## src/rtl/ilv_pkg.sv

```systemverilog
package ilv_pkg;

   localparam int ILV_PORTS = 2;
   localparam int PORT_A    = 0;
   localparam int PORT_B    = 1;

   typedef enum logic [1:0] {
      CLS_HALF_EXP = 2'd0,
      CLS_HALF     = 2'd1,
      CLS_STROBE   = 2'd2,
      CLS_PASS     = 2'd3
   } ilv_cls_e;

   localparam logic [2:0] CFG_HALF_EXP = 3'b000;
   localparam logic [2:0] CFG_HALF     = 3'b001;
   localparam logic [2:0] CFG_STROBE   = 3'b010;
   localparam logic [2:0] CFG_PASS_B   = 3'b110;

   function automatic ilv_cls_e cfg_to_cls(input logic [2:0] cfg);
      ilv_cls_e c;
      case (cfg)
         CFG_HALF_EXP: c = CLS_HALF_EXP;
         CFG_HALF:     c = CLS_HALF;
         CFG_STROBE:   c = CLS_STROBE;
         default:      c = CLS_PASS;
      endcase
      return c;
   endfunction

   function automatic logic cfg_picks_b(input logic [2:0] cfg);
      return (cfg == CFG_PASS_B);
   endfunction

endpackage

```

## src/rtl/ilv_mode_dec.sv

```systemverilog
module ilv_mode_dec
   import ilv_pkg::*;
(
   input  logic       clk,
   input  logic       rst_n,
   input  logic [2:0] cfg_i,
   output ilv_cls_e   cls_o,
   output logic       sel_b_o,
   output logic       cls_chg_o
);

   ilv_cls_e cls_q;

   always_comb begin
      cls_o   = cfg_to_cls(cfg_i);
      sel_b_o = cfg_picks_b(cfg_i);
   end

   // reset value makes the first edge in an interleave class look like a change
   always_ff @(posedge clk or negedge rst_n) begin
      if (!rst_n) cls_q <= CLS_PASS;
      else        cls_q <= cls_o;
   end

   assign cls_chg_o = (cls_o != cls_q);

endmodule

```

## src/rtl/ilv_strobe_gen.sv

```systemverilog
module ilv_strobe_gen
   import ilv_pkg::*;
(
   input  logic     clk,
   input  logic     rst_n,
   input  ilv_cls_e cls_i,
   input  logic     half_phase_i,
   input  logic     ext_strobe_i,
   output logic     load_o,
   output logic     load_d1_o,
   output logic     half_tap_o
);

   logic strb_q;
   logic load_q;
   logic tap_q;

   always_comb begin
      case (cls_i)
         CLS_HALF_EXP,
         CLS_HALF:   load_o = half_phase_i;
         CLS_STROBE: load_o = ext_strobe_i & ~strb_q;
         default:    load_o = 1'b0;
      endcase
   end

   always_ff @(posedge clk or negedge rst_n) begin
      if (!rst_n) begin
         strb_q <= 1'b0;
         load_q <= 1'b0;
         tap_q  <= 1'b0;
      end else begin
         strb_q <= ext_strobe_i;
         load_q <= load_o;
         tap_q  <= (cls_i == CLS_HALF_EXP) & half_phase_i;
      end
   end

   assign load_d1_o  = load_q;
   assign half_tap_o = tap_q;

endmodule

```

## src/rtl/ilv_capture.sv

```systemverilog
module ilv_capture
   import ilv_pkg::*;
#(
   parameter int W = 10
)(
   input  logic                           clk,
   input  logic                           rst_n,
   input  logic                           load_i,
   input  logic                           load_d1_i,
   input  logic [ILV_PORTS-1:0][W-1:0]    port_i,
   output logic [W-1:0]                   mid_o
);

   logic [ILV_PORTS-1:0][W-1:0] cap_q;
   logic [W-1:0]                mid_q;

   for (genvar p = 0; p < ILV_PORTS; p++) begin : g_cap
      always_ff @(posedge clk or negedge rst_n) begin
         if (!rst_n)      cap_q[p] <= '0;
         else if (load_i) cap_q[p] <= port_i[p];
      end
   end

   // A right after a load; otherwise B, read before a new pair can land
   always_ff @(posedge clk or negedge rst_n) begin
      if (!rst_n) mid_q <= '0;
      else        mid_q <= load_d1_i ? cap_q[PORT_A] : cap_q[PORT_B];
   end

   assign mid_o = mid_q;

endmodule

```

## src/rtl/ilv_out_stage.sv

```systemverilog
module ilv_out_stage
   import ilv_pkg::*;
#(
   parameter int W      = 10,
   parameter bit INV_EN = 1'b1
)(
   input  logic          clk,
   input  logic          rst_n,
   input  ilv_cls_e      cls_i,
   input  logic          cls_chg_i,
   input  logic          sel_b_i,
   input  logic          inv_n_i,
   input  logic [W-1:0]  port_a_i,
   input  logic [W-1:0]  port_b_i,
   input  logic [W-1:0]  mid_i,
   input  logic          load_i,
   input  logic          load_d1_i,
   output logic [W-1:0]  code_o,
   output logic          valid_o
);

   logic          is_pass;
   logic [W-1:0]  pick;
   logic [W-1:0]  shaped;
   logic [W-1:0]  code_q;
   logic          cap_vld_q;
   logic          mid_vld_q;
   logic          out_vld_q;

   assign is_pass = (cls_i == CLS_PASS);

   always_comb begin
      if (is_pass) pick = sel_b_i ? port_b_i : port_a_i;
      else         pick = mid_i;
   end

   if (INV_EN) begin : g_inv
      assign shaped = inv_n_i ? pick : ~pick;
   end else begin : g_no_inv
      logic unused_inv;
      assign unused_inv = inv_n_i;
      assign shaped     = pick;
   end

   always_ff @(posedge clk or negedge rst_n) begin
      if (!rst_n) code_q <= '0;
      else        code_q <= shaped;
   end

   always_ff @(posedge clk or negedge rst_n) begin
      if (!rst_n) begin
         cap_vld_q <= 1'b0;
         mid_vld_q <= 1'b0;
         out_vld_q <= 1'b0;
      end else begin
         cap_vld_q <= cls_chg_i ? load_i : (cap_vld_q | load_i);
         mid_vld_q <= cls_chg_i ? 1'b0   : (mid_vld_q | (cap_vld_q & load_d1_i));
         if (is_pass)        out_vld_q <= 1'b1;
         else if (cls_chg_i) out_vld_q <= 1'b0;
         else                out_vld_q <= mid_vld_q;
      end
   end

   assign code_o  = code_q;
   assign valid_o = out_vld_q;

endmodule

```

## src/rtl/ilv_front.sv

```systemverilog
module ilv_front
   import ilv_pkg::*;
#(
   parameter int W      = 10,
   parameter bit INV_EN = 1'b1
)(
   input  logic          clk,
   input  logic          rst_n,
   input  logic [2:0]    mode_cfg_i,
   input  logic          half_phase_i,
   input  logic          ext_strobe_i,
   input  logic          inv_n_i,
   input  logic [W-1:0]  port_a_i,
   input  logic [W-1:0]  port_b_i,
   output logic [W-1:0]  code_o,
   output logic          valid_o,
   output logic          half_tap_o
);

   localparam int PAIR_W = ILV_PORTS * W;

   if (W < 2 || W > 32) begin : g_bad_width
      $error("ilv_front: W must lie in 2..32");
   end
   if (PAIR_W != 2 * W) begin : g_bad_ports
      $error("ilv_front: datapath assumes exactly two ports");
   end

   ilv_cls_e       cls;
   logic           sel_b;
   logic           cls_chg;
   logic           load;
   logic           load_d1;
   logic [W-1:0]   mid;

   ilv_mode_dec u_dec (
      .clk       (clk),
      .rst_n     (rst_n),
      .cfg_i     (mode_cfg_i),
      .cls_o     (cls),
      .sel_b_o   (sel_b),
      .cls_chg_o (cls_chg)
   );

   ilv_strobe_gen u_strb (
      .clk          (clk),
      .rst_n        (rst_n),
      .cls_i        (cls),
      .half_phase_i (half_phase_i),
      .ext_strobe_i (ext_strobe_i),
      .load_o       (load),
      .load_d1_o    (load_d1),
      .half_tap_o   (half_tap_o)
   );

   ilv_capture #(.W(W)) u_cap (
      .clk       (clk),
      .rst_n     (rst_n),
      .load_i    (load),
      .load_d1_i (load_d1),
      .port_i    ({port_b_i, port_a_i}),
      .mid_o     (mid)
   );

   ilv_out_stage #(.W(W), .INV_EN(INV_EN)) u_out (
      .clk       (clk),
      .rst_n     (rst_n),
      .cls_i     (cls),
      .cls_chg_i (cls_chg),
      .sel_b_i   (sel_b),
      .inv_n_i   (inv_n_i),
      .port_a_i  (port_a_i),
      .port_b_i  (port_b_i),
      .mid_i     (mid),
      .load_i    (load),
      .load_d1_i (load_d1),
      .code_o    (code_o),
      .valid_o   (valid_o)
   );

endmodule

```

## config.mk

```make
export PLATFORM = sky130hd
export DESIGN_NAME = ilv_front
export DESIGN_NICKNAME = d
export VERILOG_FILES = /design/src/rtl/ilv_pkg.sv /design/src/rtl/ilv_mode_dec.sv /design/src/rtl/ilv_strobe_gen.sv /design/src/rtl/ilv_capture.sv /design/src/rtl/ilv_out_stage.sv /design/src/rtl/ilv_front.sv
export SDC_FILE = /design/constraint.sdc
export NUM_CORES = 1
export LEC_CHECK = 0
export ABC_AREA = 1
export BUFFER_PORTS_ARGS = -buffer_cell sky130_fd_sc_hd__buf_2
export CORE_ASPECT_RATIO = 0.6
export CORE_MARGIN = 1
export CORE_UTILIZATION = 30
export CTS_CLUSTER_SIZE = 20
export DETAILED_ROUTE_END_ITERATION = 10
export HOLD_SLACK_MARGIN = 0.03
export SLEW_MARGIN = 15
export SYNTH_ARGS = -nofsm -noshare
export SYNTH_HDL_FRONTEND = slang
export SYNTH_HIERARCHICAL = 1
export SYNTH_SLANG_ARGS = --single-unit
```

## constraint.sdc

```tcl
create_clock -name clk -period 2.3 [get_ports clk]
set_clock_uncertainty 0.1 [all_clocks]
set_input_delay 0.115 -clock clk [delete_from_list [all_inputs] [get_ports clk]]
set_output_delay 0.115 -clock clk [all_outputs]
set_load 0.02 [all_outputs]
```

# Word-level counts from Yosys, hierarchy flattened

Index checks and enable logic that the tools add are counted.
Widths: inputs -> output; s select.

Equal/unequal tests: 7
Multiplexer cells: 10
Bitwise gates (word level): 7
Reductions and logical operators: 3

Operators with widths:

| cell               | number |
|---|---|
| $mux 10            | 4 |
| $not 10->10        | 1 |
| $pmux 2 s3         | 1 |
| $eq 2x2->1 const B | 2 |
| $mux 1             | 4 |
| $and 1x1->1        | 3 |
| $eq 3x1->1 const B | 1 |
| $eq 3x2->1 const B | 1 |
| $eq 3x3->1 const B | 1 |
| $logic_not 3->1    | 1 |
| $eq 2x1->1 const B | 1 |
| $logic_not 2->1    | 1 |
| $ne 2x2->1         | 1 |
| $or 1x1->1         | 2 |
| $pmux 1 s2         | 1 |
| $reduce_or 2->1    | 1 |
| $not 1->1          | 1 |

Register bits after elaboration: 48
Input port bits: 28
Output and inout port bits: 12
Logic and storage cells: 38

# Logic depth before layout (Yosys ltp)

Gate-level depths: netlist of the first run.

Word-level depth: 7
Mapped depth: 10
Depth with buffers taken out: 9

# Modules after synthesis

The synthesis of the first run kept the hierarchy.

Modules (own cells, without submodules):

| module         | instances | cells each | area an instance (µm²) | seq. area each (µm²) |
|---|---|---|---|---|
| ilv_capture    | 1         | 127        | 1,138.6                | 750.7 |
| ilv_out_stage  | 1         | 139        | 889.6                  | 325.3 |
| ilv_mode_dec   | 1         | 16         | 113.9                  | 52.6 |
| ilv_strobe_gen | 1         | 11         | 105.1                  | 75.1 |

# Worst setup path after synthesis of the first run

OpenSTA, ideal clock, no wires.

Kind: input -> register
From: input mode_cfg_i[2]
To: register u_out.code_q[0] (netlist: u_out/code_o[0])
Data arrival time: 0.872 ns
Required time: 2.081 ns
Path slack: 1.209 ns
Stages: 8
Buffers on the path: 1
Cells stage by stage: inv_2 nor3_1 buf_6 nand2_1 nand2_1 nand2_1 nand3_1 nand2_1

RTL lines:

| element                  | line                | source |
|---|---|---|
| start: declaration       | ilv_front.sv:9      | `input logic [2:0] mode_cfg_i,` |
| $eq 3x3->1 (*)           | ilv_pkg.sv:31       | `return (cfg == CFG_PASS_B);` |
| net sel_b                | ilv_front.sv:30     | `logic sel_b;` |
| $mux 10 (*) (2 in a row) | ilv_out_stage.sv:33 | `if (is_pass) pick = sel_b_i ? port_b_i : port_a_i;` |
| $not 10->10              | ilv_out_stage.sv:38 | `assign shaped = inv_n_i ? pick : ~pick;` |
| $mux 10 (*)              | ilv_out_stage.sv:38 |  |
| net u_out.shaped[0]      | ilv_out_stage.sv:24 | `logic [W-1:0] shaped;` |
| end signal: assignment   | ilv_out_stage.sv:47 | `else code_q <= shaped;` |
| end: declaration         | ilv_out_stage.sv:25 | `logic [W-1:0] code_q;` |

The timed path passes the listed nets; every way through them passes the cells marked *.
A chain may end at the register's enable or synchronous reset.

# Final worst setup path of the first run

From: input mode_cfg_i[2]
To: register u_out.code_q[0] (netlist: u_out/code_o[0])

Longest elaborated chain between the ends: 6

RTL lines:

| element                            | line                | source |
|---|---|---|
| $eq 3x2->1 (tied with other cells) | ilv_pkg.sv:21       | `case (cfg)` |
| $pmux 2 s3 (*)                     | ilv_pkg.sv:21       |  |
| net cls[0]                         | ilv_front.sv:29     | `ilv_cls_e cls;` |
| $eq 2x2->1 (*)                     | ilv_out_stage.sv:30 | `assign is_pass = (cls_i == CLS_PASS);` |
| $mux 10 (*)                        | ilv_out_stage.sv:33 |  |
| $not 10->10                        | ilv_out_stage.sv:38 |  |
| $mux 10 (*)                        | ilv_out_stage.sv:38 |  |
| net u_out.shaped[0]                | ilv_out_stage.sv:24 |  |

Marks and branches as above.

==> flow_metrics.tcl, run 1 <==
set metrics [dict create \
    place_congestion 0.8176 \
    wl_per_cell_um 12.36 \
    worstMarginPinSlew_ns 0.5409 \
    path_clk_slew_ns 0.06 \
    ys.warnings.count 6 \
    drt-total-wl_mm 5.709 \
    syn_area_mm2 0.002247 \
    hold_violations 0 \
    port_buffers 39 \
    path_max_fanout 22 \
    drive_gt1_share_pct 17.32 \
    multi_input_area_um2 857.1 \
    drt-pass1-iter-count 5 \
    synth_most_common_cell "nand2_1" \
    grt_pass1_wl_mm 9.901 \
    path_class "in -> reg" \
    fillers 732 \
    grt_max_degree 25 \
    cts.path.max_buffers 2 \
    setup_slack_ns 0.4256 \
    ys_ff_latch 48 \
    cts_buffers 5 \
    synth_nets 321 \
    routed_via_density 4.305 \
    crit_arrival_ns 1.93 \
    rsz0062_at_grt "false" \
    register_area_mm2 0.001204 \
    syn_avg_cell_area_um2 7.669 \
    htree_levels 2 \
    start_util_pct 30.92 \
    post-cts-setup-buffer-count 0 \
    synth_common_cells "nand2_1 (170), dfrtp_1 (46), nand3_1 (28), inv_1 (17), buf_6 (6)" \
    async_flop_share_pct 100.0 \
    boundaryPins 40 \
    grt_pass1_vias 1985 \
    p_per_area_mw_per_mm2 748.2 \
    hold_path.class "in -> reg" \
    yosysTopAreaCellShare_pct 51.22 \
    max_freq_mhz 533.5 \
    dp_slack_ns 0.6807 \
    ctsRootBufferMaster "clkbuf_16" \
    core_area_mm2 0.007267 \
    crit_path_start_kind "primary input" \
    p_leak_nw 1.587 \
    finalSetupTns_ns 0 \
    vias 1989 \
    ys.flop_type "dfrtp_1" \
    maxSlewHeadroom_pct 63.94 \
    dieArea_mm2 0.007852 \
    maxCapViolCount 0 \
    insertion_delay_ns 0.29 \
    synth-edff-count 0 \
    ir_worst_vdd_mv 0.2530 \
    antenna_found_initial 0 \
    post_cts_resized 0 \
    final_cell_area_mm2 0.002902 \
    antenna-diode-count 0 \
    drc 0 \
    finalNetCount 385 \
    die_w_um 113.7 \
    syn_inst 293 \
    maxSlewViolCount 0 \
    grtUsageTotal_pct 16.36 \
    synth_area_leaders "dfrtp_1 (51%), nand2_1 (28%), nand3_1 (6.2%)" \
    drt_iter0_markers 133 \
    period_share_pct 81.50 \
    yosys.area.top_type "dfrtp_1" \
    finalPower_mw 2.171 \
    gr-total-overflow 0 \
    seq_area_frac_synth_pct 53.56 \
    hpwl_mm 3.952 \
    required_ns 2.35 \
    ys_types 19 \
    period_needed_ns 1.874 \
    clkSinkCount 48 \
    setup_violations 0 \
    area_growth_pct 29.12 \
    antenna_left 0 \
    status "finished clean" \
    critPathCaptureType "register" \
    fp.dieH_um 69.04 \
    postCtsHoldBufs 25 \
    place_area_mm2 0.002502 \
    cts_tree "yes" \
    num_rows 24 \
    utilization_pct 39.93 \
]
==> report_power, final <==
part	switching [mW]	total (mW)	internal [mW]
sequential	0.0647	1.04	0.975
clock	0.299	0.728	0.428
combinational	0.249	0.403	0.155
total	0.613	2.17	1.56
==> metrics by stage <==
| stage | hold slack (ns) | std cells |
|---|---|---|
| after detailed placement | 0.03585 | 429 |
| after global routing | 0.07196 | 462 |
| after floorplan | -0.2806 | 293 |
| after CTS | 0.03242 | 462 |
| after global placement | 0.03030 | 429 |
| final | 0.04184 | 462 |
==> area by class of cell <==
cell class	instances	area share (%)
clock inverters	2	0.3450
well taps	104	4.485
multi-input cells	211	29.54
flip-flops and latches	48	41.48
inverters	23	2.975
repair buffers	68	16.39
clock buffers	6	4.787
==> sequential cells by signal (all words and copies together) (netlist names) <==
signal             cells
u_out/mid_vld_q        1
u_strb/half_tap_o      1
u_strb/strb_q          1
u_cap/mid_o           10
u_out/code_o          10
u_out/cap_vld_q        1
u_cap/cap_q           20
u_out/valid_o          1
u_strb/load_d1_o       1
u_dec/cls_q            2
==> kinds of logic (layout without fill, tap and decap cells) <==
| group | count (synthesis) | after routing | synth area share, % |
|---|---|---|---|
| AND/OR/NAND/NOR | 207 | 207 | 37.14 |
| flip-flops | 48 | 48 | 53.56 |
| buffers and inverters | 34 | 99 | 8.296 |
| AO/OA/AOI/OAI | 4 | 4 | 1.002 |
==> path summary, 6_finish.rpt <==
check	start	endpoint	slack, ns	depth (start not counted)
hold / removal	mode_cfg_i[0]	u_dec/cls_q[0]	0.04	3
hold reg to reg	u_cap/cap_q[18]	u_cap/mid_o[8]	0.37	2
setup / recovery	mode_cfg_i[2]	u_out/code_o[0]	0.43	9
min in group asynchronous	rst_n	u_strb/half_tap_o	0.24	2
setup reg to reg	u_strb/strb_q	u_cap/cap_q[10]	0.93	7
max in group asynchronous	rst_n	u_cap/cap_q[2]	1.27	3
==> metal layers <==
metal	global-route usage, %	routed length, µm	vias up
met1	22.98	2861	903
met5	0	0	-
met4	7.018	126	0
met2	24.05	2383	61
met3	3.782	338	12
li1	-	-	1013
==> worst max-delay path, stage by stage <==
cell and delay [ns]:
dlygate4sd3_1 0.52, buf_2 0.12, nor2_1 0.05, inv_1 0.12, nand2_2 0.29, inv_2 0.38, nand2_1 0.12, nand3_1 0.09
nand2_1 0.11
==> placed cells by master (no fill, tap or decap) <==
cell type	n
nor2_1	3
buf_2	39
nand2_1	170
inv_2	5
nand3_1	28
nor3_1	1
clkinv_2	2
a21oi_1	1
nand3_2	2
dfrtp_1	46
nand3b_1	1
inv_1	17
dfstp_2	2
o21bai_1	1
clkinv_1	1
buf_4	4
o21ai_0	2
clkbuf_16	5
dlygate4sd3_1	25
nand2_2	2
clkbuf_8	1
(Power assumes the default switching activity.)
==> run 2, diff against run 1 <==
Clock period 2.3 ns to 1.65 ns, I/O delays scaled along.
==> flow_metrics.tcl, run 2 (synthesis results as in run 1) <==
set metrics [dict create \
    status "finished clean" \
    drive_gt1_share_pct 18.28 \
    maxSlewHeadroom_pct 80.76 \
    setup_slack_ns 0.1614 \
    grt_pass1_wl_mm 9.170 \
    min_to "u_out/code_o[0]" \
    core_area_mm2 0.007267 \
    reg2reg_slack_ns 0.54 \
    grtUsageTotal_pct 15.18 \
    required_ns 1.78 \
    finalPower_mw 3.338 \
    ctsRootBufferMaster "clkbuf_16" \
    area_growth_pct 34.47 \
    utilization_pct 41.58 \
    wl_per_cell_um 11.73 \
    finalNetCount 388 \
    fillers 716 \
    grt_max_degree 49 \
    place_congestion 0.7919 \
    placed_cells 430 \
    die_w_um 113.7 \
    cp_slowest_cell "dlygate4sd3_1" \
    maxSlewViolCount 0 \
    start_util_pct 30.92 \
    maxCapViolCount 0 \
    routed_via_density 4.331 \
    p_seq_share_pct 43.4 \
    setup_violations 0 \
    path_clk_slew_ns 0.07 \
    drt-total-wl_mm 5.454 \
    period_share_pct 90.22 \
    ir_worst_vdd_mv 0.4688 \
    gr-total-overflow 0 \
    finalSetupTns_ns 0 \
    r2r_cells 4 \
    p_per_area_mw_per_mm2 1105 \
    cts_buffers 5 \
    boundaryPins 40 \
    period_needed_ns 1.489 \
    max_freq_mhz 671.8 \
    path_buf_inv 4 \
    slowest_delay_ns 0.53 \
    dieArea_mm2 0.007852 \
    vias 2014 \
    whs_path_depth 3 \
    rsz0062_at_grt "false" \
    antenna-diode-count 0 \
    power.share.clock_pct 39.3 \
    dp_slack_ns 0.3507 \
    post-cts-setup-buffer-count 0 \
    htree_levels 2 \
    hold_path.class "in -> reg" \
    clkSinkCount 48 \
    regMostFlops "u_cap/cap_q" \
    cts_tree "yes" \
    path_cells "dlygate4sd3_1, buf_2, nor2_1, inv_1, nor2_1, nand2_1, nand2_2, buf_12, nand2_1, nand2_1" \
    drt_iter0_markers 199 \
    r2r-end "u_out/valid_o" \
    crit_arrival_ns 1.61 \
    antenna_left 0 \
    final_common_cell "nand2_1" \
    internal_power_mw 2.464 \
    insertion_delay_ns 0.29 \
    largest_reg_flops 20 \
    mostFrequentLayoutCells "nand2_1 (169), dfrtp_1 (46), buf_2 (40)" \
    hold_violations 0 \
    path_max_fanout 22 \
    instances_no_fill 465 \
    pwr-share-comb_pct 17.4 \
    crit_path_frequent_cell "nand2_1" \
    fp.dieH_um 69.04 \
    crit_path_start_kind "primary input" \
    p_sw_mw 0.8742 \
    cts.path.max_buffers 2 \
    switching_share_pct 26.19 \
    p_leak_nw 1.635 \
    min_from "inv_n_i" \
    critPathCaptureType "register" \
    worstMarginPinSlew_ns 0.2869 \
    grt_pass1_vias 1853 \
    antenna_found_initial 0 \
    port_buffers 39 \
    r2r_start "u_dec/cls_q[0]" \
    drt-pass1-iter-count 4 \
    drc 0 \
    hpwl_mm 3.720 \
    path_class "in -> reg" \
    cpLargestDelayFamily "buffers and inverters" \
    num_rows 24 \
]
run 2: cell count changes in the layout (fill, tap and decap cells not counted), sizes merged:
cell	delta
clkbuf	-1
inv	+1
dlygate4sd3	+1
clkinv	-2
bufinv	+2
buf	+2
run 2: per-layer routing:
layer | track usage (%) | routed length [µm] | share of wire [%] | vias up
met5 | 0 | 0 | 0 | -
met4 | 5.117 | 89 | 1.6 | 0
met3 | 3.782 | 339 | 6.2 | 11
met2 | 21.82 | 2354 | 43 | 63
met1 | 22.10 | 2670 | 49 | 915
li1 | - | - | - | 1025
run 2: timing repair:
action / 4_1_cts / 5_1_grt
endpoints found under the setup margin: 0 / 25
gates resized for setup: 0 / 13
hold endpoints to repair: 72 / 0
hold buffers: 26 / 0
run 2: worst min-delay path, cell delays in order:
cell and delay (ns):
buf_2 0.17, nand3_1 0.10, nand2_1 0.05
run 2: how the worst max path moves through the flow:
stage                             start         endpoint  slack (ns)  cells past startpoint
after detailed placement  mode_cfg_i[2]  u_out/code_o[9]        0.35                      8
final                     mode_cfg_i[0]  u_cap/cap_q[18]        0.16                     10
after floorplan           u_strb/strb_q   u_cap/cap_q[6]        0.59                      7
after global routing      mode_cfg_i[2]  u_cap/cap_q[13]        0.02                     10
after global placement    mode_cfg_i[2]   u_cap/cap_q[7]        0.40                      9
after CTS                 mode_cfg_i[2]  u_out/code_o[9]        0.11                      9
run 2: through the flow:
| step | area [µm²] | hold slack [ns] |
|---|---|---|
| global placement | 2522 | -0.01682 |
| detailed placement | 2522 | -0.01034 |
| floorplan | 2247 | -0.3131 |
| finish | 3022 | 0.05637 |
| CTS | 2977 | 0.05347 |
| global route | 3022 | 0.06819 |
run 2: power groups by stage:
stage	logic [mW]	clock network [mW]	registers, mW
after global routing	0.666	1.38	1.46
after global placement	0.511	0	1.46
final	0.580	1.31	1.45
after CTS	0.568	1.34	1.44
after detailed placement	0.520	0	1.47
after floorplan	0.310	0	1.50
run 2: cell type report:
| type | instances | area, µm² | share of cell area, % |
|---|---|---|---|
| clock buffer | 5 | 125.1 | 4.141 |
| multi-input combinational | 211 | 875.8 | 28.99 |
| sequential | 48 | 1204 | 39.83 |
| timing repair buffer | 71 | 526.8 | 17.43 |
| clock inverter | 3 | 68.82 | 2.277 |
| inverter | 23 | 91.34 | 3.023 |
| tap | 104 | 130.1 | 4.306 |
==> run 3, diff against run 2 <==
Settings changed: ABC_AREA 1 to 0.
==> flow_metrics.tcl, run 3 <==
set metrics [dict create \
    setup_violations 0 \
    vias 1311 \
    cts_tree "yes" \
    mostFrequentLayoutCells "dfrtp_1 (46), buf_2 (39), dlygate4sd3_1 (23)" \
    seq_area_frac_synth_pct 57.67 \
    min_from "mode_cfg_i[0]" \
    min_to "u_out/mid_vld_q" \
    met1_usage_pct 18.63 \
    r2r_start "u_dec/cls_q[1]" \
    dieArea_mm2 0.007305 \
    r2r-end "u_out/cap_vld_q" \
    insertion_delay_ns 0.29 \
    area_growth_pct 34.53 \
    start_util_pct 31.13 \
    final_common_cell "dfrtp_1" \
    finalNetCount 242 \
    reg2reg_slack_ns 0.14 \
    ys.flop_type "dfrtp_1" \
    path_class "reg -> reg" \
    final_cell_area_mm2 0.002808 \
    ys_types 24 \
    port_buffers 39 \
    largest_reg_flops 20 \
    p_per_area_mw_per_mm2 1132 \
    place_area_mm2 0.002416 \
    path_clk_slew_ns 0.06 \
    hold_path.class "in -> reg" \
    clkSinkCount 48 \
    antenna-diode-count 0 \
    grt_use_met2_pct 20.13 \
    finalSetupTns_ns 0 \
    cts_buffers 5 \
    place_congestion 0.7153 \
    p_seq_share_pct 47.2 \
    fp.dieH_um 66.61 \
    crit_path_start_kind "register" \
    crit_arrival_ns 1.59 \
    drt_iter0_markers 51 \
    instances_no_fill 302 \
    ys.warnings.count 6 \
    met3_usage_pct 4.892 \
    die_w_um 109.7 \
    grt_pass1_wl_mm 7.113 \
    max_freq_mhz 663.9 \
    ys_ff_latch 48 \
    grt_pass1_vias 1386 \
    htree_levels 2 \
    placed_cells 270 \
    internal_power_mw 2.374 \
    whs_path_depth 3 \
    path_cells "xor2_1, o31ai_1, a31oi_1, inv_1, a21o_1" \
    maxCapViolCount 0 \
    synth-edff-count 0 \
    hpwl_mm 2.823 \
    synth_most_common_cell "dfrtp_1" \
    grt_max_degree 49 \
    cpLargestDelayFamily "flip-flops" \
    grtUsageTotal_pct 13.56 \
    pwr-share-comb_pct 20.5 \
    boundaryPins 40 \
    syn_area_mm2 0.002087 \
    period_needed_ns 1.506 \
    yosys.area.top_type "dfrtp_1" \
    utilization_pct 41.87 \
    cp_slowest_cell "dfstp_2" \
    gr-total-overflow 0 \
    cts.path.max_buffers 2 \
    drt-total-wl_mm 4.249 \
    core_area_mm2 0.006705 \
    routed_via_density 4.341 \
    num_rows 23 \
    drc 0 \
    drt-pass1-iter-count 4 \
    maxSlewViolCount 0 \
    antenna_left 0 \
    critPathCaptureType "register" \
    p_sw_mw 0.8042 \
    wl_per_cell_um 14.07 \
    worstMarginPinSlew_ns 0.5004 \
    ctsRootBufferMaster "clkbuf_16" \
    drive_gt1_share_pct 40.93 \
    syn_inst 145 \
    period_share_pct 91.28 \
    path_buf_inv 1 \
    hold_violations 0 \
    antenna_found_initial 0 \
    synth_common_cells "dfrtp_1 (46), a21oi_1 (21), mux2_4 (20)" \
    power.share.clock_pct 32.3 \
    status "finished clean" \
    path_max_fanout 3 \
    p_leak_nw 1.258 \
    slowest_delay_ns 0.55 \
    async_flop_share_pct 100.0 \
    switching_share_pct 25.31 \
    synth_area_leaders "dfrtp_1 (55%), mux2_4 (14%), mux2_2 (5.4%)" \
    busiest_layer "met2" \
    regMostFlops "u_cap/cap_q" \
    required_ns 1.73 \
    yosysTopAreaCellShare_pct 55.16 \
    post_cts_resized 0 \
    syn_avg_cell_area_um2 14.39 \
    fillers 642 \
    maxSlewHeadroom_pct 66.64 \
    synth_nets 173 \
    r2r_cells 5 \
    ir_worst_vdd_mv 0.3868 \
]
run 3: cell types whose count changed after synthesis, moves of 5 or more:
cell     before  now
mux2i_1       0   10
a21oi_1       1   21
inv_2         5    0
mux2_4        0   20
mux2_2        0   10
nand3_1      28    1
xnor2_1       0   10
inv_1        17    1
nand2_1     170    2
run 3: cell type report:
type	instances	area (µm²)	area share (%)
Clock inverter	2	15.01	0.5348
Timing Repair Buffer	70	523.0	18.63
Inverter	1	3.754	0.1337
Tap cell	87	108.9	3.877
Multi-Input combinational cell	88	814.5	29.01
Clock buffer	6	138.9	4.947
Sequential cell	48	1204	42.87
run 3: how the worst max path moves through the flow:
stage	to	start	cells past startpoint	slack (ns)
2_1_floorplan	u_cap/cap_q[0]	mode_cfg_i[2]	5	0.28
3_3_place_gp	u_out/valid_o	u_dec/cls_q[1]	5	0.13
3_5_place_dp	u_cap/cap_q[13]	mode_cfg_i[2]	6	0.12
4_1_cts	u_out/valid_o	u_dec/cls_q[1]	5	0.13
5_1_grt	u_out/valid_o	u_dec/cls_q[1]	5	-0.002
6_report	u_out/cap_vld_q	u_dec/cls_q[1]	5	0.14
run 3: metal layers:
layer	vias up	routed length [µm]
li1	644	-
met1	630	2174
met2	31	1812
met3	6	234
met4	0	27
met5	-	0
run 3: cell families after synthesis:
logic type	share of synthesized area [%]
AOI/OAI and AO/OA	6.655
xor gates and xnor gates	4.616
buffers and inverters	3.297
DFF	57.67
muxes	24.58
and+or+nand+nor	3.178
run 3: timing repair:
action,4_1_cts,5_1_grt
setup endpoints to repair,0,2
hold buffers,23,0
buffers inserted,0,1
endpoints found under the hold margin,70,0
run 3: worst reg2reg max path, stage by stage, from the launching register on:
cell	delay, ns
dfstp_2	0.55
xor2_1	0.15
o31ai_1	0.09
a31oi_1	0.24
inv_1	0.10
a21o_1	0.18
run 3: power by group through the flow:
| stage | clock (mW) | combinational (mW) | sequential [mW] |
|---|---|---|---|
| after floorplan | 0 | 0.370 | 1.55 |
| after global placement | 0 | 0.607 | 1.52 |
| after detailed placement | 0 | 0.613 | 1.52 |
| after CTS | 1.07 | 0.659 | 1.50 |
| after global routing | 1.13 | 0.716 | 1.53 |
| final | 1.03 | 0.651 | 1.50 |
run 3: metrics by stage:
step | total power, mW | hold slack, ns | setup WS [ns]
after CTS | 3.228 | 0.03294 | 0.1331
after global routing | 3.371 | 0.09183 | -0.001973
after detailed placement | 2.132 | -0.01654 | 0.1151
after floorplan | 1.924 | -0.3131 | 0.2843
after global placement | 2.128 | -0.01435 | 0.1284
final | 3.178 | 0.03974 | 0.1438
